$ cat config.mk
export PLATFORM = sky130hd
export DESIGN_NAME = adc_scan_seq
export DESIGN_NICKNAME = d
export VERILOG_FILES = /design/src/rtl/adc_scan_pkg.sv /design/src/rtl/adc_scan_ctrl.sv /design/src/rtl/adc_scan_dp.sv /design/src/rtl/adc_scan_seq.sv
export SDC_FILE = /design/constraint.sdc
export NUM_CORES = 1
export LEC_CHECK = 0
export BUFFER_PORTS_ARGS = -buffer_cell sky130_fd_sc_hd__clkbuf_2
export CAP_MARGIN = 20
export CORE_MARGIN = 2
export CORE_UTILIZATION = 50
export DETAILED_ROUTE_END_ITERATION = 10
export PLACE_DENSITY = 0.74
export SYNTH_ARGS = -nofsm -noshare
export SYNTH_HDL_FRONTEND = slang
export SYNTH_SLANG_ARGS = --single-unit
$ cat constraint.sdc
create_clock -name clk -period 15.92 [get_ports clk]
set_input_delay 3.184 -clock clk [delete_from_list [all_inputs] [get_ports clk]]
set_output_delay 3.184 -clock clk [all_outputs]
set_load 0.03 [all_outputs]
$ cat src/rtl/adc_scan_pkg.sv
package adc_scan_pkg;
  localparam int CH_NUM   = 8;
  localparam int CH_W     = $clog2(CH_NUM);
  localparam int SMP_W    = 12;
  localparam int RES_W    = SMP_W + 1;
  localparam int SLOT_NUM = 8;
  localparam int SLOT_W   = $clog2(SLOT_NUM);
  localparam int HALF     = SLOT_NUM / 2;
  localparam int IRQ_NUM  = 3;

  typedef enum logic [1:0] {
    MODE_ONCE = 2'd0,
    MODE_TRIG = 2'd1,
    MODE_CONT = 2'd2
  } scanMode_e;

  // strobes from control to datapath
  typedef struct packed {
    logic              clrHits;
    logic              capA;
    logic              capB;
    logic [CH_W-1:0]   chanA;
    logic [CH_W-1:0]   chanB;
    logic [SLOT_W-1:0] slotA;
    logic [SLOT_W-1:0] slotB;
    logic              scanEnd;
  } dpStrb_t;
endpackage

$ cat src/rtl/adc_scan_ctrl.sv
module adc_scan_ctrl
  import adc_scan_pkg::*;
(
  input  logic                     clk,
  input  logic                     rstN,
  input  logic [1:0]               scanMode,
  input  logic                     simMode,
  input  logic [SLOT_W-1:0]        listLen,
  input  logic [SLOT_NUM*CH_W-1:0] chanList,
  input  logic                     startReq,
  input  logic                     stopReq,
  input  logic                     trigIn,
  input  logic                     clrFlags,
  input  logic                     convDoneA,
  input  logic                     convDoneB,
  output logic                     convStartA,
  output logic                     convStartB,
  output logic [CH_W-1:0]          convChanA,
  output logic [CH_W-1:0]          convChanB,
  output logic                     busy,
  output logic                     trigOvr,
  output logic                     cfgErr,
  output dpStrb_t                  strb
);
  typedef enum logic [2:0] {ST_IDLE, ST_ARM, ST_ISSUE, ST_WAIT, ST_END} st_e;

  st_e               state, stateNxt;
  logic [SLOT_W-1:0] idx, lastIdx, idxB;
  logic              gotA, gotB, stopPend;
  logic [CH_W-1:0]   listEnt [SLOT_NUM];
  logic              clash, pairClash;
  logic              isTrig, isCont;
  logic              launchReq, launchOk, pairDone;

  for (genvar g = 0; g < SLOT_NUM; g++) begin : g_unpack
    assign listEnt[g] = chanList[g*CH_W +: CH_W];
  end

  always_comb begin
    clash = 1'b0;
    for (int i = 0; i < HALF; i++)
      if (listEnt[i] == listEnt[i+HALF]) clash = 1'b1;
  end

  assign pairClash = simMode & clash;
  assign isTrig    = (scanMode == MODE_TRIG);
  assign isCont    = (scanMode == MODE_CONT);
  assign lastIdx   = simMode ? SLOT_W'(HALF-1) : listLen;
  assign idxB      = idx + SLOT_W'(HALF);
  assign busy      = (state == ST_ISSUE) || (state == ST_WAIT) || (state == ST_END);

  assign launchReq = ((state == ST_IDLE) && startReq && !isTrig)
                   || ((state == ST_ARM) && trigIn && !stopReq)
                   || ((state == ST_END) && isCont && !stopPend && !stopReq);
  assign launchOk  = launchReq && !pairClash;
  assign pairDone  = (state == ST_WAIT) && (gotA || convDoneA)
                   && (!simMode || gotB || convDoneB);

  always_comb begin
    stateNxt = state;
    case (state)
      ST_IDLE:  if (startReq && isTrig) stateNxt = ST_ARM;
      ST_ARM:   if (stopReq) stateNxt = ST_IDLE;
      ST_ISSUE: stateNxt = ST_WAIT;
      ST_WAIT:  if (pairDone) stateNxt = (idx == lastIdx) ? ST_END : ST_ISSUE;
      ST_END:   stateNxt = (isTrig && !stopPend && !stopReq) ? ST_ARM : ST_IDLE;
      default:  stateNxt = ST_IDLE;
    endcase
    if (launchReq) stateNxt = launchOk ? ST_ISSUE : ST_IDLE;
  end

  always_ff @(posedge clk) begin
    if (!rstN) begin
      state    <= ST_IDLE;
      idx      <= '0;
      gotA     <= 1'b0;
      gotB     <= 1'b0;
      stopPend <= 1'b0;
      trigOvr  <= 1'b0;
      cfgErr   <= 1'b0;
    end else begin
      state <= stateNxt;
      if (launchOk) idx <= '0;
      else if (pairDone && (idx != lastIdx)) idx <= idx + 1'b1;
      if (state == ST_ISSUE) begin
        gotA <= 1'b0;
        gotB <= 1'b0;
      end else if (state == ST_WAIT) begin
        gotA <= gotA | convDoneA;
        gotB <= gotB | convDoneB;
      end
      if ((stateNxt == ST_IDLE) || launchOk) stopPend <= 1'b0;
      else if (stopReq && busy) stopPend <= 1'b1;
      if (trigIn && isTrig && busy) trigOvr <= 1'b1;
      else if (clrFlags) trigOvr <= 1'b0;
      if (launchReq && pairClash) cfgErr <= 1'b1;
      else if (clrFlags) cfgErr <= 1'b0;
    end
  end

  assign convStartA = (state == ST_ISSUE);
  assign convStartB = (state == ST_ISSUE) && simMode;
  assign convChanA  = listEnt[idx];
  assign convChanB  = listEnt[idxB];

  always_comb begin
    strb.clrHits = launchOk;
    strb.capA    = (state == ST_WAIT) && convDoneA && !gotA;
    strb.capB    = (state == ST_WAIT) && simMode && convDoneB && !gotB;
    strb.chanA   = convChanA;
    strb.chanB   = convChanB;
    strb.slotA   = idx;
    strb.slotB   = idxB;
    strb.scanEnd = (state == ST_END);
  end

  AST_START_PULSE: assert property (@(posedge clk) disable iff (!rstN)
    convStartA |=> !convStartA);
  AST_PAIR_DISTINCT: assert property (@(posedge clk) disable iff (!rstN)
    convStartB |-> (convChanA != convChanB));
  AST_CLASH_HALTS: assert property (@(posedge clk) disable iff (!rstN)
    (launchReq && pairClash) |=> !busy);
  AST_OVR_STICKY: assert property (@(posedge clk) disable iff (!rstN)
    (trigOvr && !clrFlags) |=> trigOvr);
  AST_ONCE_HALTS: assert property (@(posedge clk) disable iff (!rstN)
    (strb.scanEnd && (scanMode == MODE_ONCE)) |=> !busy);
  AST_SLOT_RANGE: assert property (@(posedge clk) disable iff (!rstN)
    strb.capA |-> (strb.slotA <= lastIdx));
endmodule

$ cat src/rtl/adc_scan_dp.sv
module adc_scan_dp
  import adc_scan_pkg::*;
(
  input  logic                       clk,
  input  logic                       rstN,
  input  dpStrb_t                    strb,
  input  logic [SMP_W-1:0]           convDataA,
  input  logic [SMP_W-1:0]           convDataB,
  input  logic [CH_NUM*SMP_W-1:0]    chanOffsets,
  input  logic [RES_W-1:0]           lowLim,
  input  logic [RES_W-1:0]           highLim,
  input  logic [2*CH_NUM-1:0]        zcMode,
  input  logic [IRQ_NUM-1:0]         irqEn,
  input  logic [SLOT_W-1:0]          rdIdx,
  output logic [RES_W-1:0]           rdData,
  output logic [SLOT_NUM-1:0]        limHit,
  output logic [SLOT_NUM-1:0]        zcHit,
  output logic                       irqScan,
  output logic                       irqLimit,
  output logic                       irqZc
);
  logic [RES_W-1:0] resBuf  [SLOT_NUM];
  logic             limHitR [SLOT_NUM];
  logic             zcHitR  [SLOT_NUM];
  logic             prevNeg   [CH_NUM];
  logic             prevValid [CH_NUM];
  logic [RES_W-1:0] resA, resB;
  logic             limA, limB, zcA, zcB;

  function automatic logic [RES_W-1:0] subOff(input logic [SMP_W-1:0] d,
                                              input logic [SMP_W-1:0] o);
    return {1'b0, d} - {1'b0, o};
  endfunction

  function automatic logic outside(input logic [RES_W-1:0] r,
                                   input logic [RES_W-1:0] lo,
                                   input logic [RES_W-1:0] hi);
    return ($signed(r) < $signed(lo)) || ($signed(r) > $signed(hi));
  endfunction

  function automatic logic crossed(input logic [RES_W-1:0] r, input logic pNeg,
                                   input logic pVal, input logic [1:0] m);
    logic neg;
    neg = r[RES_W-1];
    return pVal && ((m[0] && !pNeg && neg) || (m[1] && pNeg && !neg));
  endfunction

  assign resA = subOff(convDataA, chanOffsets[int'(strb.chanA)*SMP_W +: SMP_W]);
  assign resB = subOff(convDataB, chanOffsets[int'(strb.chanB)*SMP_W +: SMP_W]);
  assign limA = outside(resA, lowLim, highLim);
  assign limB = outside(resB, lowLim, highLim);
  assign zcA  = crossed(resA, prevNeg[strb.chanA], prevValid[strb.chanA],
                        zcMode[int'(strb.chanA)*2 +: 2]);
  assign zcB  = crossed(resB, prevNeg[strb.chanB], prevValid[strb.chanB],
                        zcMode[int'(strb.chanB)*2 +: 2]);

  for (genvar g = 0; g < SLOT_NUM; g++) begin : g_slot
    always_ff @(posedge clk) begin
      if (!rstN) begin
        resBuf[g]  <= '0;
        limHitR[g] <= 1'b0;
        zcHitR[g]  <= 1'b0;
      end else begin
        if (strb.clrHits) begin
          limHitR[g] <= 1'b0;
          zcHitR[g]  <= 1'b0;
        end
        if (strb.capA && (strb.slotA == SLOT_W'(g))) begin
          resBuf[g]  <= resA;
          limHitR[g] <= limA;
          zcHitR[g]  <= zcA;
        end else if (strb.capB && (strb.slotB == SLOT_W'(g))) begin
          resBuf[g]  <= resB;
          limHitR[g] <= limB;
          zcHitR[g]  <= zcB;
        end
      end
    end
    assign limHit[g] = limHitR[g];
    assign zcHit[g]  = zcHitR[g];
  end

  for (genvar c = 0; c < CH_NUM; c++) begin : g_chan
    always_ff @(posedge clk) begin
      if (!rstN) begin
        prevNeg[c]   <= 1'b0;
        prevValid[c] <= 1'b0;
      end else if (strb.capA && (strb.chanA == CH_W'(c))) begin
        prevNeg[c]   <= resA[RES_W-1];
        prevValid[c] <= 1'b1;
      end else if (strb.capB && (strb.chanB == CH_W'(c))) begin
        prevNeg[c]   <= resB[RES_W-1];
        prevValid[c] <= 1'b1;
      end
    end
  end

  assign rdData   = resBuf[rdIdx];
  assign irqScan  = strb.scanEnd && irqEn[0];
  assign irqLimit = strb.scanEnd && irqEn[1] && (|limHit);
  assign irqZc    = strb.scanEnd && irqEn[2] && (|zcHit);

  AST_HITS_CLEARED: assert property (@(posedge clk) disable iff (!rstN)
    strb.clrHits |=> ((limHit == '0) && (zcHit == '0)));
  AST_CAP_DISTINCT: assert property (@(posedge clk) disable iff (!rstN)
    (strb.capA && strb.capB) |-> (strb.chanA != strb.chanB));
endmodule

$ cat src/rtl/adc_scan_seq.sv
module adc_scan_seq
  import adc_scan_pkg::*;
(
  input  logic                       clk,
  input  logic                       rstN,
  input  logic [1:0]                 scanMode,
  input  logic                       simMode,
  input  logic [SLOT_W-1:0]          listLen,
  input  logic [SLOT_NUM*CH_W-1:0]   chanList,
  input  logic [CH_NUM*SMP_W-1:0]    chanOffsets,
  input  logic [RES_W-1:0]           lowLim,
  input  logic [RES_W-1:0]           highLim,
  input  logic [2*CH_NUM-1:0]        zcMode,
  input  logic [IRQ_NUM-1:0]         irqEn,
  input  logic                       startReq,
  input  logic                       stopReq,
  input  logic                       trigIn,
  input  logic                       clrFlags,
  output logic                       convStartA,
  output logic [CH_W-1:0]            convChanA,
  input  logic                       convDoneA,
  input  logic [SMP_W-1:0]           convDataA,
  output logic                       convStartB,
  output logic [CH_W-1:0]            convChanB,
  input  logic                       convDoneB,
  input  logic [SMP_W-1:0]           convDataB,
  input  logic [SLOT_W-1:0]          rdIdx,
  output logic [RES_W-1:0]           rdData,
  output logic [SLOT_NUM-1:0]        limHit,
  output logic [SLOT_NUM-1:0]        zcHit,
  output logic                       busy,
  output logic                       irqScan,
  output logic                       irqLimit,
  output logic                       irqZc,
  output logic                       trigOvr,
  output logic                       cfgErr
);
  dpStrb_t strb;

  adc_scan_ctrl ctrl_i (
    .clk(clk), .rstN(rstN), .scanMode(scanMode), .simMode(simMode),
    .listLen(listLen), .chanList(chanList), .startReq(startReq),
    .stopReq(stopReq), .trigIn(trigIn), .clrFlags(clrFlags),
    .convDoneA(convDoneA), .convDoneB(convDoneB),
    .convStartA(convStartA), .convStartB(convStartB),
    .convChanA(convChanA), .convChanB(convChanB),
    .busy(busy), .trigOvr(trigOvr), .cfgErr(cfgErr), .strb(strb)
  );

  adc_scan_dp dp_i (
    .clk(clk), .rstN(rstN), .strb(strb),
    .convDataA(convDataA), .convDataB(convDataB),
    .chanOffsets(chanOffsets), .lowLim(lowLim), .highLim(highLim),
    .zcMode(zcMode), .irqEn(irqEn), .rdIdx(rdIdx), .rdData(rdData),
    .limHit(limHit), .zcHit(zcHit),
    .irqScan(irqScan), .irqLimit(irqLimit), .irqZc(irqZc)
  );
endmodule

# [After elaboration in Yosys (flattened, before gate mapping)]
# Memory sizes are Yosys's and may differ from the RTL's.
# Index checks and enable logic that the tools add are counted.
[totals] ff_bits=11 mem_bits_rw=136 in_bits=206 output_inout_bits=43 elab_cells=511 memories=5
[classes] addsub=4 multipliers=2 magnitude_cmp=6 n_eq_ne=40 shift=4 mux=234 bitwise=102 n_reduce_logical=107
[memory_table] name="dp_i.resBuf" words=8 word_bits=13 read_ports=1 rd_clocked_by_memory_dff=0 wr=8 line="adc_scan_dp.sv:22" text="logic [RES_W-1:0] resBuf [SLOT_NUM];"
[memory_table] name="dp_i.limHitR" words=8 word_bits=1 read_ports=8 rd_clocked_by_memory_dff=0 wr=8 line="adc_scan_dp.sv:23" text="logic limHitR [SLOT_NUM];"
[memory_table] name="dp_i.prevNeg" words=8 word_bits=1 read_ports=2 rd_clocked_by_memory_dff=0 wr=8 line="adc_scan_dp.sv:25" text="logic prevNeg [CH_NUM];"
[memory_table] name="dp_i.prevValid" words=8 word_bits=1 read_ports=2 rd_clocked_by_memory_dff=0 wr=8 line="adc_scan_dp.sv:26" text="logic prevValid [CH_NUM];"
[memory_table] name="dp_i.zcHitR" words=8 word_bits=1 read_ports=8 rd_clocked_by_memory_dff=0 wr=8 line="adc_scan_dp.sv:24" text="logic zcHitR [SLOT_NUM];"
[op_table] op="$mux 13" n=16
[op_table] op="$mux 1" n=204
[op_table] op="$shiftx 96x32->12" n=2
[op_table] op="$or 1x1->1" n=98
[op_table] op="$logic_and 1x1->1" n=71
[op_table] op="$eq 3x3->1 const B" n=17
[op_table] op="$shiftx 16x5->2" n=2
[op_table] op="$eq 3x2->1 const B" n=10
[op_table] op="$mux 3" n=10
[op_table] op="$gt 13x13->1" n=2
[op_table] op="$lt 13x13->1" n=2
[op_table] op="$sub 12x12->13" n=2
[op_table] op="$bmux 3 s3" n=2
[op_table] op="$logic_not 3->1" n=6
[op_table] op="$reduce_or 8->1" n=2
[op_table] op="$eq 3x1->1 const B" n=5
[op_table] op="$eq 3x3->1" n=5
[op_table] op="$pmux 3 s5" n=1
[op_table] op="$logic_or 1x1->1" n=12
[op_table] op="$logic_not 1->1" n=11
[op_table] op="$mul 3x2->5 const B" n=2
[op_table] op="$ge 4x4->1 const B" n=2
[op_table] op="$not 3->4" n=2
[op_table] op="$reduce_or 2->1" n=3
[op_table] op="9 further kinds" n=10

# [Depth between registers and ports, before layout]
[depth] word_depth=14 ltp_mapped=31 depth_no_buf=27

# [Hierarchy]
# From an unflattened synthesis, not the netlist that was laid out.
[unflattened] hier_cells=1049 area_unflattened_um2=11928.9
[modules_own_cells] module="adc_scan_dp" n_inst=1 cells_each=908 area_each_um2=10794.1 seq_area_each_um2=4043.9
[modules_own_cells] module="adc_scan_ctrl" n_inst=1 cells_each=141 area_each_um2=1134.8 seq_area_each_um2=220.2

# [Worst setup path before layout]
# OpenSTA, ideal clock, no wires.
[synth_timing] path_type="input to register" startpoint="in chanList[6]" endpoint="mem dp_i.limHitR[0] (data pin)" setup_time_ps=274 arrival_ps=8274 required_ps=15646 path_slack_ps=7372 path_stages=28 path_buffers=5 cell_sequence="mux4_2 -> nand2_1 -> and2_1 -> buf_4 -> inv_4 -> buf_2 -> buf_2 -> clkbuf_1 -> nand2_1 -> nand3_1 -> nand3_1 -> o21ai_0 -> ha_1 -> fa_1 -> nor2b_1 -> o31a_1 -> nor3_1 -> o31ai_1 -> a21o_1 -> xnor2_1 -> inv_1 -> ha_1 -> a21o_1 -> a2111o_1 -> o21ai_0 -> and3_1 -> buf_1 -> o22ai_1"
[synth_lines] element="start: declaration" line="adc_scan_seq.sv:9" text="input logic [SLOT_NUM*CH_W-1:0] chanList,"
[synth_lines] element="end: declaration" line="adc_scan_dp.sv:23"

==> metrics <==
FP Rows=56; Worst Tran Pin Value=1090 ps; Synth Flop Type=edfxtp_1; most instantiated library cell after synthesis=nand2_1; Non-Filler Instances=1869; Max Cap Viol=0; CTS Hold Bufs=0; Die ar.=25400 um2; CP Launch Point=chanList[6]; post-synth cell types=62; total clock sinks=147; startpoint types=input port; WL per Instance=21.4 um; complex-gate fraction of the synthesized area=17.9%; antenna violation net count after detailed routing=0; Area contributors post-synth=edfxtp_1, nand2_1, ha_1, mux4_2, o22ai_1; buffers inserted during post-CTS setup optimization=0; TritonCTS clock tree=built; Hold Crit Start=ctrl_i.trigOvr; first-pass GRT wire length=61500 um; Num CTS Buffers=17; number of global-route vias before repair=11456; FFs w/ async S/R, synth=0%; via count=11888; Critical Path RT=16060 ps; Port Buffer Count=248; Final Net Count=1825; half-perimeter wire length after placement=29000 um; largest net degree at the start of global routing=70; initial antenna violation count=0; post-route minimum period=9670 ps; mux contribution to synthesized area=10.8%; Yosys top cell area share=32.9%; Relative slew margins=27.3%; fraction of the mapped netlist area in adder cells=8.63%; YS warnings=0; GRT Resource Usage Total=30.8%; Hold Violations, Final=0; clk_skew=6.64 ps; XOR/XNOR Fraction of Synth Area=2.32%; main combinational cell family by area after synthesis=simple AND/OR/NAND/NOR gates; Max Root-Sink Buffers=2; routability cong.=0.988; htree depth=4; setup TNS=0 ps; Final setup viols=0; mapped cell area=12100 um2; number of synthesized register bits=147; P per Cell Area=94.9 nW/um2; most common library cells after synthesis=nand2_1, edfxtp_1, o22ai_1, ha_1, inv_1; Core Box Area=23600 um2; status=completed; Worst Setup End Kind=register; f_max=103 MHz; RSZ-0062 raised after global routing=no; Post-Syn Nets=1642; Syn-to-layout area delta=16.1%; Residual DRC=0; crit path max fanout=69; Die Width=159 um; I/O pin total=249; Antenna Cells=0; Yosys top cell by area=edfxtp_1; filler cell count=2078; total power=0.00133 W; Post-synth EDFFs=132; initial detailed-routing violation count=1331; simple-gate share of the synthesized area=19.2%; initial core utilization=51.1%; Synth Instances=1354; Setup CP Type=in2reg; leakage power=6.14 nW; Slew Viols, Final=0; share of cells above drive strength 1=23.9%; WL final=40000 um; RR Startpoint=ctrl_i.idx[1]; syn avg cell area=8.91 um2; CTS clock-pin slew for the worst setup and hold paths=70 ps; multi-input logic area=7110 um2; CTS root buffer=clkbuf_16; router iterations before antenna repair=7; grt total ovfl=0; worst hold path type=reg2reg; Resized cells post-CTS=0; Die Y=159 um; Via density=6.36; critical path arrival=9820 ps; sequential share of the synthesized area=35.3%; Clk Latency, worst-skew pair=440 ps; storage element area=4260 um2; Placed Cells=1835; fin crit share=60.8%; peak supply drop=0.0000891 V
[cells in the final DEF (no fill, tap or decap), types with 4 or more instances in the layout]
cell,n
nor2b_1,15
o21ai_1,6
xor2_1,20
a31oi_1,29
inv_6,5
o21ai_0,35
nor3_1,20
nand2_1,299
o211ai_1,4
mux2_2,16
and3_1,52
nand2b_1,13
ha_1,80
inv_1,65
nor2_1,45
a311oi_1,20
xnor2_1,12
nand4_1,14
inv_2,5
a21o_1,18
mux4_2,44
clkbuf_16,17
dfxtp_1,15
o21a_1,13
nand3_1,38
clkbuf_2,248
o22ai_1,120
edfxtp_1,132
nor4_1,11
a21oi_1,64
mux2i_1,4
buf_4,10
[cell families (layout without fill, tap and decap cells)]
logic type               after synthesis  after routing
adder cells (fa/ha/maj)               82             82
AO/OA/AOI/OAI                        338            338
flip-flops                           147            147
multiplexers                          69             69
AND/OR/NAND/NOR                      519            519
buffers and inverters                167            363
XOR/XNOR                              32             32
[critical path, stage by stage]
cell and delay, ps:
clkbuf_2 110, mux4_2 500, mux2i_4 150, buf_4 590, inv_2 400, nand2_1 160
and3_1 160, a31oi_1 40, mux2_2 310, inv_1 60, ha_1 210, nor2b_1 130
o21ai_0 220, a21boi_1 120, o211ai_1 250, a21oi_1 90, or3_1 340, a21oi_1 180
xor2_1 610, inv_1 150, ha_1 350, nand3_1 100, nor4_1 270, nor3_1 70
a2bb2oi_1 840, o22ai_1 170
[path summary, 6_finish.rpt]
check / end / slack, ps / depth (start not counted)
max reg2reg: dp_i.limHitR[1] / 8040 / 25
min reg2reg: ctrl_i.trigOvr / 490 / 2
max: dp_i.limHitR[1] / 6250 / 26
min: ctrl_i.trigOvr / 490 / 2
[cell type report]
| type | instances | area share (%) |
|---|---|---|
| Inverter | 71 | 1.92 |
| Timing Repair Buffer | 260 | 9.74 |
| Sequential cell | 147 | 30.5 |
| Tap cell | 319 | 2.85 |
| Multi-Input combinational cell | 1040 | 50.8 |
| Clock inverter | 15 | 1.22 |
| Clock buffer | 17 | 3.04 |
[where the power goes]
part           total [W]  internal [W]  switching, W  leakage [nW]
Combinational   0.000475      0.000170      0.000305          4.37
Sequential      0.000442      0.000435    0.00000742          1.49
Clock           0.000412      0.000235      0.000176         0.285
Total            0.00133      0.000840      0.000489          6.14
[metrics by stage]
| stage | utilization, % | area [um2] | setup slack [ps] | hold slack (ps) |
|---|---|---|---|---|
| after detailed placement | 56.6 | 13400 | 6000 | 480 |
| after CTS | 59.1 | 14000 | 6420 | 496 |
| after global routing | 59.3 | 14000 | 5920 | 548 |
| final | 59.3 | 14000 | 6250 | 491 |
| after floorplan | - | 12100 | 7370 | 437 |
| after global placement | 56.6 | 13400 | 6210 | 459 |
[state kept, by name (all words and copies together), names as in the netlist]
register	flops
ctrl_i.cfgErr	1
dp_i.prevValid	8
dp_i.resBuf	104
ctrl_i.idx	3
ctrl_i.trigOvr	1
dp_i.prevNeg	8
dp_i.limHitR	8
ctrl_i.gotB	1
ctrl_i.stopPend	1
ctrl_i.state	3
dp_i.zcHitR	8
ctrl_i.gotA	1
[layer usage]
layer,wire length [um],share of wire [%],global-route usage (%),vias to the layer above
met1,14500,36,37.1,5609
met2,20000,50,54.5,758
met5,0,0,0,-
met3,4240,11,6.51,93
met4,1280,3.2,11.2,0
li1,-,-,-,5428
Note: power is estimated with default switching activity, not from simulation.
